[config.mk]
export PLATFORM = sky130hd
export DESIGN_NAME = thermmon_top
export DESIGN_NICKNAME = d
export VERILOG_FILES = /design/src/rtl/thermmon_pkg.sv /design/src/rtl/thermmon_regs.sv /design/src/rtl/thermmon_detect.sv /design/src/rtl/thermmon_trip.sv /design/src/rtl/thermmon_top.sv
export SDC_FILE = /design/constraint.sdc
export NUM_CORES = 1
export LEC_CHECK = 0
export ABC_AREA = 1
export BUFFER_PORTS_ARGS = -buffer_cell sky130_fd_sc_hd__buf_2
export CAP_MARGIN = 0
export CORE_UTILIZATION = 40
export CTS_CLUSTER_SIZE = 24
export DETAILED_ROUTE_END_ITERATION = 8
export HOLD_SLACK_MARGIN = 0.12
export PLACE_DENSITY_LB_ADDON = 0.12
export SYNTH_ARGS = -nofsm -noshare
export SYNTH_HDL_FRONTEND = slang
export SYNTH_SLANG_ARGS = --single-unit
[constraint.sdc]
create_clock -name clk -period 3.86 [get_ports clk]
set_input_delay 0 -clock clk [delete_from_list [all_inputs] [get_ports clk]]
set_output_delay 0 -clock clk [all_outputs]
set_load 0.01 [all_outputs]
[src/rtl/thermmon_pkg.sv]
package thermmon_pkg;

    localparam int CODE_W   = 8;
    localparam int LEVELS   = 4;
    localparam int DATA_W   = 32;
    localparam int ADDR_W   = 4;
    localparam int FALL_OFS = 16;
    localparam int TIME_W   = 16;

    // register word addresses
    localparam logic [ADDR_W-1:0] A_CTRL = 4'd0;
    localparam logic [ADDR_W-1:0] A_RISE = 4'd1;
    localparam logic [ADDR_W-1:0] A_FALL = 4'd2;
    localparam logic [ADDR_W-1:0] A_IEN  = 4'd3;
    localparam logic [ADDR_W-1:0] A_STAT = 4'd4;
    localparam logic [ADDR_W-1:0] A_CLR  = 4'd5;
    localparam logic [ADDR_W-1:0] A_EMUL = 4'd6;
    localparam logic [ADDR_W-1:0] A_CODE = 4'd7;

    // control fields
    typedef struct packed {
        logic trip_en;
        logic core_en;
    } ctrl_t;

    // emulation fields
    typedef struct packed {
        logic [TIME_W-1:0] samp_time;
        logic [CODE_W-1:0] code;
        logic              on;
    } emul_t;

    // bits of status / enable that exist
    function automatic logic [DATA_W-1:0] event_mask();
        logic [DATA_W-1:0] m;
        m = '0;
        for (int i = 0; i < LEVELS; i++) begin
            m[i]            = 1'b1;
            m[FALL_OFS + i] = 1'b1;
        end
        return m;
    endfunction

    // select one packed byte level
    function automatic logic [CODE_W-1:0] level_of(input logic [DATA_W-1:0] packed_thr,
                                                   input int lvl);
        return packed_thr[lvl*CODE_W +: CODE_W];
    endfunction

endpackage

[src/rtl/thermmon_regs.sv]
module thermmon_regs
    import thermmon_pkg::*;
#(
    parameter int DW = DATA_W,
    parameter int AW = ADDR_W,
    parameter int CW = CODE_W,
    parameter int TW = TIME_W
) (
    input  logic          clk,
    input  logic          rst,
    input  logic          bus_wr,
    input  logic [AW-1:0] bus_addr,
    input  logic [DW-1:0] bus_wdata,
    output logic [DW-1:0] bus_rdata,
    input  logic [DW-1:0] status_set,
    input  logic [CW-1:0] code_eff,
    output ctrl_t         ctrl_q,
    output logic [DW-1:0] rise_q,
    output logic [DW-1:0] fall_q,
    output logic [DW-1:0] ien_q,
    output logic [DW-1:0] status_q,
    output emul_t         emul_q
);
    localparam logic [DW-1:0] VALID = event_mask();
    localparam int DATA_LSB = 8;
    localparam int TIME_LSB = DATA_LSB + CW;

    logic [DW-1:0] clr_mask;
    logic          core_off_wr;

    assign clr_mask    = (bus_wr && bus_addr == A_CLR) ? (bus_wdata & VALID) : '0;
    assign core_off_wr = bus_wr && bus_addr == A_CTRL && !bus_wdata[0];

    always_ff @(posedge clk) begin
        if (rst) begin
            ctrl_q   <= '0;
            rise_q   <= '0;
            fall_q   <= '0;
            ien_q    <= '0;
            status_q <= '0;
            emul_q   <= '0;
        end else begin
            // new events take priority over a clear of the same bit
            status_q <= (status_q & ~clr_mask) | (status_set & VALID);
            if (bus_wr) begin
                case (bus_addr)
                    A_CTRL: ctrl_q <= '{trip_en: bus_wdata[1], core_en: bus_wdata[0]};
                    A_RISE: rise_q <= bus_wdata;
                    A_FALL: fall_q <= bus_wdata;
                    A_IEN:  ien_q  <= bus_wdata & VALID;
                    A_EMUL: emul_q <= '{samp_time: bus_wdata[TIME_LSB +: TW],
                                        code:      bus_wdata[DATA_LSB +: CW],
                                        on:        bus_wdata[0]};
                    default: ;
                endcase
            end
            if (core_off_wr)
                ien_q <= '0;
        end
    end

    always_comb begin
        bus_rdata = '0;
        case (bus_addr)
            A_CTRL: bus_rdata = DW'({ctrl_q.trip_en, ctrl_q.core_en});
            A_RISE: bus_rdata = rise_q;
            A_FALL: bus_rdata = fall_q;
            A_IEN:  bus_rdata = ien_q;
            A_STAT: bus_rdata = status_q;
            A_EMUL: begin
                bus_rdata[0]                = emul_q.on;
                bus_rdata[DATA_LSB +: CW]   = emul_q.code;
                bus_rdata[TIME_LSB +: TW]   = emul_q.samp_time;
            end
            A_CODE: bus_rdata = DW'(code_eff);
            default: bus_rdata = '0;
        endcase
    end
endmodule

[src/rtl/thermmon_detect.sv]
module thermmon_detect
    import thermmon_pkg::*;
#(
    parameter int NL = LEVELS,
    parameter int CW = CODE_W,
    parameter int DW = DATA_W
) (
    input  logic          clk,
    input  logic          rst,
    input  logic          core_en,
    input  logic [CW-1:0] code,
    input  logic [DW-1:0] rise_thr,
    input  logic [DW-1:0] fall_thr,
    output logic [NL-1:0] rise_ev,
    output logic [NL-1:0] fall_ev
);
    logic [NL-1:0] above, below, above_q, below_q;

    for (genvar g = 0; g < NL; g++) begin : g_lvl
        assign above[g]   = code >= level_of(rise_thr, g);
        assign below[g]   = code <  level_of(fall_thr, g);
        assign rise_ev[g] = core_en && above[g] && !above_q[g];
        assign fall_ev[g] = core_en && below[g] && !below_q[g];

        always_ff @(posedge clk) begin
            if (rst) begin
                above_q[g] <= 1'b0;
                below_q[g] <= 1'b0;
            end else begin
                // history forgets itself while monitoring is off
                above_q[g] <= core_en && above[g];
                below_q[g] <= core_en && below[g];
            end
        end
    end
endmodule

[src/rtl/thermmon_trip.sv]
module thermmon_trip
    import thermmon_pkg::*;
#(
    parameter int CW = CODE_W
) (
    input  logic          clk,
    input  logic          rst,
    input  logic          arm,
    input  logic [CW-1:0] code,
    input  logic [CW-1:0] top_thr,
    output logic          trip
);
    always_ff @(posedge clk) begin
        if (rst)
            trip <= 1'b0;
        else if (arm && code >= top_thr)
            trip <= 1'b1;
    end
endmodule

[src/rtl/thermmon_top.sv]
module thermmon_top
    import thermmon_pkg::*;
#(
    parameter int NL = LEVELS,
    parameter int CW = CODE_W,
    parameter int DW = DATA_W,
    parameter int AW = ADDR_W,
    parameter int FO = FALL_OFS
) (
    input  logic          clk,
    input  logic          rst,
    input  logic          bus_wr,
    input  logic [AW-1:0] bus_addr,
    input  logic [DW-1:0] bus_wdata,
    output logic [DW-1:0] bus_rdata,
    input  logic [CW-1:0] sensor_code,
    output logic          irq,
    output logic          trip
);
    ctrl_t         ctrl_q;
    emul_t         emul_q;
    logic [DW-1:0] rise_q, fall_q, ien_q, status_q, status_set;
    logic [CW-1:0] code_eff;
    logic [NL-1:0] rise_ev, fall_ev;
    logic          core_en;

    assign core_en  = ctrl_q.core_en;
    assign code_eff = emul_q.on ? emul_q.code : sensor_code;

    always_comb begin
        status_set = '0;
        status_set[0  +: NL] = rise_ev;
        status_set[FO +: NL] = fall_ev;
    end

    thermmon_regs #(.DW(DW), .AW(AW), .CW(CW), .TW(TIME_W)) u_regs (
        .clk(clk), .rst(rst),
        .bus_wr(bus_wr), .bus_addr(bus_addr), .bus_wdata(bus_wdata), .bus_rdata(bus_rdata),
        .status_set(status_set), .code_eff(code_eff),
        .ctrl_q(ctrl_q), .rise_q(rise_q), .fall_q(fall_q),
        .ien_q(ien_q), .status_q(status_q), .emul_q(emul_q)
    );

    thermmon_detect #(.NL(NL), .CW(CW), .DW(DW)) u_detect (
        .clk(clk), .rst(rst), .core_en(core_en), .code(code_eff),
        .rise_thr(rise_q), .fall_thr(fall_q),
        .rise_ev(rise_ev), .fall_ev(fall_ev)
    );

    thermmon_trip #(.CW(CW)) u_trip (
        .clk(clk), .rst(rst),
        .arm(core_en && ctrl_q.trip_en),
        .code(code_eff), .top_thr(level_of(rise_q, NL-1)),
        .trip(trip)
    );

    assign irq = |(status_q & ien_q);
endmodule

# After elaboration in Yosys (flattened, before gate mapping)
# Cells that the tools add are included.
totals:
  regBits: 140
  inputBits: 47
  output_inout_bits: 34
classes:
  n_lt_le_gt_ge: 8
  eq_ne: 7
  n_mux: 5
  bitwise: 4
  reduce_logical: 38
ops:
  columns: ["op", "n"]
  rows:
  - ["$pmux 24 s5", 1]
  - ["$pmux 7 s6", 1]
  - ["$and 32x20->32", 1]
  - ["$and 32x32->32", 1]
  - ["$ge 8x8->1", 4]
  - ["$lt 8x8->1", 4]
  - ["$not 32->32", 1]
  - ["$or 32x20->32", 1]
  - ["$reduce_or 32->1", 1]
  - ["$logic_and 1x1->1", 21]
  - ["$mux 20", 1]
  - ["$eq 4x3->1 const B", 4]
  - ["$reduce_and 2->1", 5]
  - ["$logic_not 1->1", 9]
  - ["$eq 4x2->1 const B", 2]
  - ["$mux 8", 1]
  - ["$pmux 1 s7", 1]
  - ["$eq 4x1->1 const B", 1]
  - ["$logic_not 4->1", 1]
  - ["$reduce_or 2->1", 1]

# Logic depth before layout (Yosys ltp)
depth:
  ltp_word: 6
  mapped_depth: 12

# Cells and area by module
# Synthesis repeated with hierarchy kept, for this count alone.
hier_totals:
  hier_cells: 1147
  hier_area_um2: 7551.0
modules_own_cells:
  columns: ["module", "instances", "cells_per_inst", "area_per_inst_um2", "seq_area_each_um2"]
  rows:
  - ["thermmon_regs", 1, 731, 5026.1, 2142.1]
  - ["thermmon_detect", 1, 302, 1885.6, 160.2]
  - ["thermmon_top", 1, 75, 379.1, 0.0]
  - ["thermmon_trip", 1, 39, 260.2, 20.0]

# Worst setup path before layout
# Ideal clock, no wire load.
synth_path:
  path_type: "reg2reg"
  startpoint: "reg u_regs.emul_q[0] (netlist name)"
  endpoint: "reg u_regs.status_q[3]"
  arrival_time_ps: 1560
  path_slack_ps: 2186
  path_stages_with_launch: 13
  cell_sequence: "dfxtp_1 -> buf_2 -> inv_2 -> nand2_1 -> nand2_1 -> ha_1 -> nand2_1 -> inv_1 -> nor2_1 -> o21a_1 -> nand3_1 -> nand3_1 -> nand2_1"
synth_between:
  elab_chain_len: 5
synth_lines:
  columns: ["item", "line_no", "text"]
  rows:
  - ["$mux 8", "thermmon_top.sv:28", "assign code_eff = emul_q.on ? emul_q.code : sensor_code;"]
  - ["$ge 8x8->1", "thermmon_detect.sv:20", "assign above[g] = code >= level_of(rise_thr, g);"]
  - ["$logic_and 1x1->1 (2 in series)", "thermmon_detect.sv:22", "assign rise_ev[g] = core_en && above[g] && !above_q[g];"]
  - ["$or 32x20->32", "thermmon_regs.sv:44", "status_q <= (status_q & ~clr_mask) | (status_set & VALID);"]
  - ["end signal: assignment", "thermmon_regs.sv:44", null]
  - ["end: declaration", "thermmon_regs.sv:21", "output logic [DW-1:0] status_q,"]
# Every way passes these cells.
# A chain may end at the register's enable or synchronous reset.

# Worst setup path in the final report
layout_path:
  startpoint: "reg u_regs.emul_q[0] (netlist name)"
  endpoint: "reg u_regs.status_q[19]"
layout_between:
  elab_chain_len: 5
layout_lines:
  columns: ["item", "line_no", "text"]
  rows:
  - ["$mux 8", "thermmon_top.sv:28", null]
  - ["$lt 8x8->1", "thermmon_detect.sv:21", "assign below[g] = code < level_of(fall_thr, g);"]
  - ["$logic_and 1x1->1 (2 in series)", "thermmon_detect.sv:23", "assign fall_ev[g] = core_en && below[g] && !below_q[g];"]
  - ["$or 32x20->32", "thermmon_regs.sv:44", null]
# Every way passes these cells.

==> flow_metrics.tcl <==
set metrics [dict create \
    antenna_found_initial 0 \
    syn_area_um2 6340 \
    fp.dieH_um 128 \
    dr_total_vias 6088 \
    cts_made_buffers 17 \
    finalNetCount 1082 \
    die_x_um 128 \
    synth_top_family_by_area "compound AO/OA/AOI/OAI gates" \
    synth_fa_ha_area_share_pct 11.8 \
    drtIter0Drc 430 \
    reg2reg_to "u_regs.status_q[19]$_SDFF_PP0_" \
    root_buffer "clkbuf_16" \
    setup_viol 0 \
    cp-startpoint "u_regs.emul_q[0]$_SDFFE_PP0P_" \
    firstDrtPassIters 8 \
    synth.avg_cell_area_um2 7.31 \
    crit_top_cell "nand2_1" \
    finalCriticalPeriod_ps 2260 \
    hold_path_end "u_regs.ien_q[2]$_SDFFE_PP0P_" \
    yosys_warnings 0 \
    yosysUniqueCellTypes 32 \
    rows 45 \
    fillers 1641 \
    numPortBuffers 80 \
    relSlewSlack_pct 55.4 \
    r2r-start "u_regs.emul_q[0]$_SDFFE_PP0P_" \
    r2r_slack_ps 1600 \
    syn-num-nets 975 \
    hold_viol 0 \
    start_util_pct 41.4 \
    crit_slowest_cell "dfxtp_1" \
    post_cts_buffers 0 \
    grt_max_degree 64 \
    rsz0062_at_grt "no" \
    grt_pass1_wl_mm 31.2 \
    cp.depth 11 \
    critPathMaxStageDelay_ps 520 \
    hpwlAfterDp_mm 13.3 \
    grt_overflow 0 \
    finalWirelength_mm 19.4 \
    cp-end-kind "flop" \
    synth_edf_count 0 \
    synthSimpleGateAreaFrac_pct 20.1 \
    crit_fanout 10 \
    cts_sinks 116 \
    area_growth_syn_to_layout_pct 23.4 \
    powerDensity_nw_per_um2 396 \
    worst-endpoint-required_ps 4230 \
    ys_seq_elements 116 \
    outcome "complete, no violations" \
    drc 0 \
    worstPathCellList "inv_2, nand2_1, nand2_1, ha_1, nand2_1, inv_1, nand2_1, nand3_1, a31oi_1, nand3_1, nand2_1" \
    hold_path_depth 5 \
    ios 81 \
    clk_pin_slew_ps 60 \
    htreeDepth 4 \
    period_share_pct 58.6 \
    critPathLaunchType "flop" \
    drive_above_1_share_pct 13.5 \
    whs_ps 146 \
    critPathBufInv 2 \
    reg2reg_depth 11 \
    coreArea_um2 15300 \
    yosys-mux-area-fraction_pct 0 \
    grtUsageTotal_pct 25.4 \
    critPathTopFamily "simple AND/OR/NAND/NOR gates" \
    n_antenna_cell 0 \
    drv_cap 0 \
    via_per_inst 5.09 \
    total_leakage_power_nw 3.36 \
    cts_resized 0 \
    postRouteAntennaNets 0 \
    gp_congestion 0.829 \
    hp-start "bus_addr[3]" \
    drv_slew 0 \
    fin_worst_skew_ps 6.20 \
    postSynth.asyncResetShare_pct 0 \
    grt_pass1_vias 5807 \
    clockBufferDepth 2 \
    worstMarginPinSlew_ps 667 \
    synth_xor_area_share_pct 0 \
    synth_compound_area_share_pct 21.4 \
    yosysSeqAreaShare_pct 36.6 \
    synthCells 868 \
    peakVddDrop_v 0.000308 \
    ys.flop_type "dfxtp_1" \
    worstSkewPairLatency_ps 430 \
    die-area_um2 16400 \
    cp.arrival_ps 2630 \
    wl_per_cell_um 16.2 \
    finalSetupTns_ps 0 \
    fmax_mhz 442 \
    cts_tree "built" \
    hold_class "input pin to flop" \
    crit_type "flop to flop" \
]
[per-stage QoR]
step	instance area, um^2	power [mW]	util, %	setup slack, ps	instances
3_5_place_dp	6850	1.56	44.7	1690	1125
2_1_floorplan	6340	1.46	-	2190	868
3_3_place_gp	6850	1.56	44.7	1760	1125
4_1_cts	7820	3.11	51.1	1690	1197
5_1_grt	7820	3.22	51.1	1450	1197
6_report	7820	3.09	51.1	1600	1197
[registers in the layout, indices dropped and copies added (netlist names)]
register	count
u_detect.above_q	4
u_regs.status_q	8
u_regs.fall_q	32
u_trip.trip	1
u_regs.ctrl_q	2
u_regs.rise_q	32
u_detect.below_q	4
u_regs.emul_q	25
u_regs.ien_q	8
[where the power goes]
part	total (mW)	switching (mW)	internal, mW
Combinational	0.332	0.204	0.128
Clock	1.53	0.576	0.952
Sequential	1.23	0.0114	1.22
Total	3.09	0.792	2.30
[synth_stat cells, types with 2 or more instances]
cell	n	area share, %
nand2_1	154	9.1
dfxtp_1	116	37
inv_1	112	6.6
a21oi_1	98	7.7
o21ai_0	81	6.4
nor2_1	67	4.0
ha_1	60	12
nand3_1	41	3.2
o221ai_1	25	3.5
buf_2	23	1.8
nand4_1	15	1.5
o21ai_1	13	1.0
clkbuf_1	11	0.65
o22ai_1	9	0.89
inv_2	6	0.36
and2_1	4	0.39
nand2_2	4	0.39
o21a_1	4	0.47
a221oi_1	3	0.41
buf_4	3	0.36
nor2_2	3	0.30
nor2_4	3	0.53
nand2_4	2	0.36
o211a_1	2	0.32
o211ai_1	2	0.24
[cell usage in the layout (no fill, tap or decap), drive strengths merged]
cell / instances
a21oi: 98
a21boi: 1
clkinvlp: 4
nand3: 41
clkinv: 5
bufinv: 2
o21ai: 95
nand4: 15
o221ai: 25
nor2: 74
o211a: 2
dlygate4sd3: 42
a221oi: 3
dfxtp: 116
a31oi: 1
nand2: 160
inv: 118
a21o: 1
o21a: 4
and2: 4
o22ai: 9
clkbuf: 20
ha: 60
buf: 84
o211ai: 2
[how the worst max path moves through the flow]
stage	to	slack (ps)
2_1_floorplan	u_regs.status_q[3]$_SDFF_PP0_	2190
3_3_place_gp	u_regs.status_q[19]$_SDFF_PP0_	1760
3_5_place_dp	u_regs.status_q[19]$_SDFF_PP0_	1690
4_1_cts	u_regs.status_q[19]$_SDFF_PP0_	1690
5_1_grt	u_regs.status_q[19]$_SDFF_PP0_	1450
6_report	u_regs.status_q[19]$_SDFF_PP0_	1600
[layout make-up]
type                            instances  area, um^2  share of cell area [%]
Inverter                              119         447                    5.71
Tap cell                              211         264                    3.37
Sequential cell                       116        2320                    29.7
Clock inverter                         10         110                    1.41
Clock buffer                           20         447                    5.71
Timing Repair Buffer                  126         851                    10.9
Multi-Input combinational cell        595        3380                    43.2
[tightest hold or removal path, cell delays in order]
cell and delay (ps):
buf_2 130, nor2_2 40, buf_4 190, nand4_1 100
a21oi_1 60
[cells by family (layout without fill, tap and decap cells)]
group                    count (synthesis)  count (layout)
adder cells (fa/ha/maj)                 60              60
buffers and inverters                  157             275
AO/OA/AOI/OAI                          241             241
flip-flops                             116             116
AND/OR/NAND/NOR                        294             294
[metal layers]
layer | wire length (um) | global-route usage, %
met5 | 0 | 0
met4 | 295 | 8.44
met3 | 1060 | 5.88
met2 | 8640 | 39.9
met1 | 9410 | 34.2
[repair_timing]
item,CTS,global route
setup endpoints to repair,0,0
endpoints found under the hold margin,107,0
hold buffers,42,0
(Power assumes the default switching activity.)
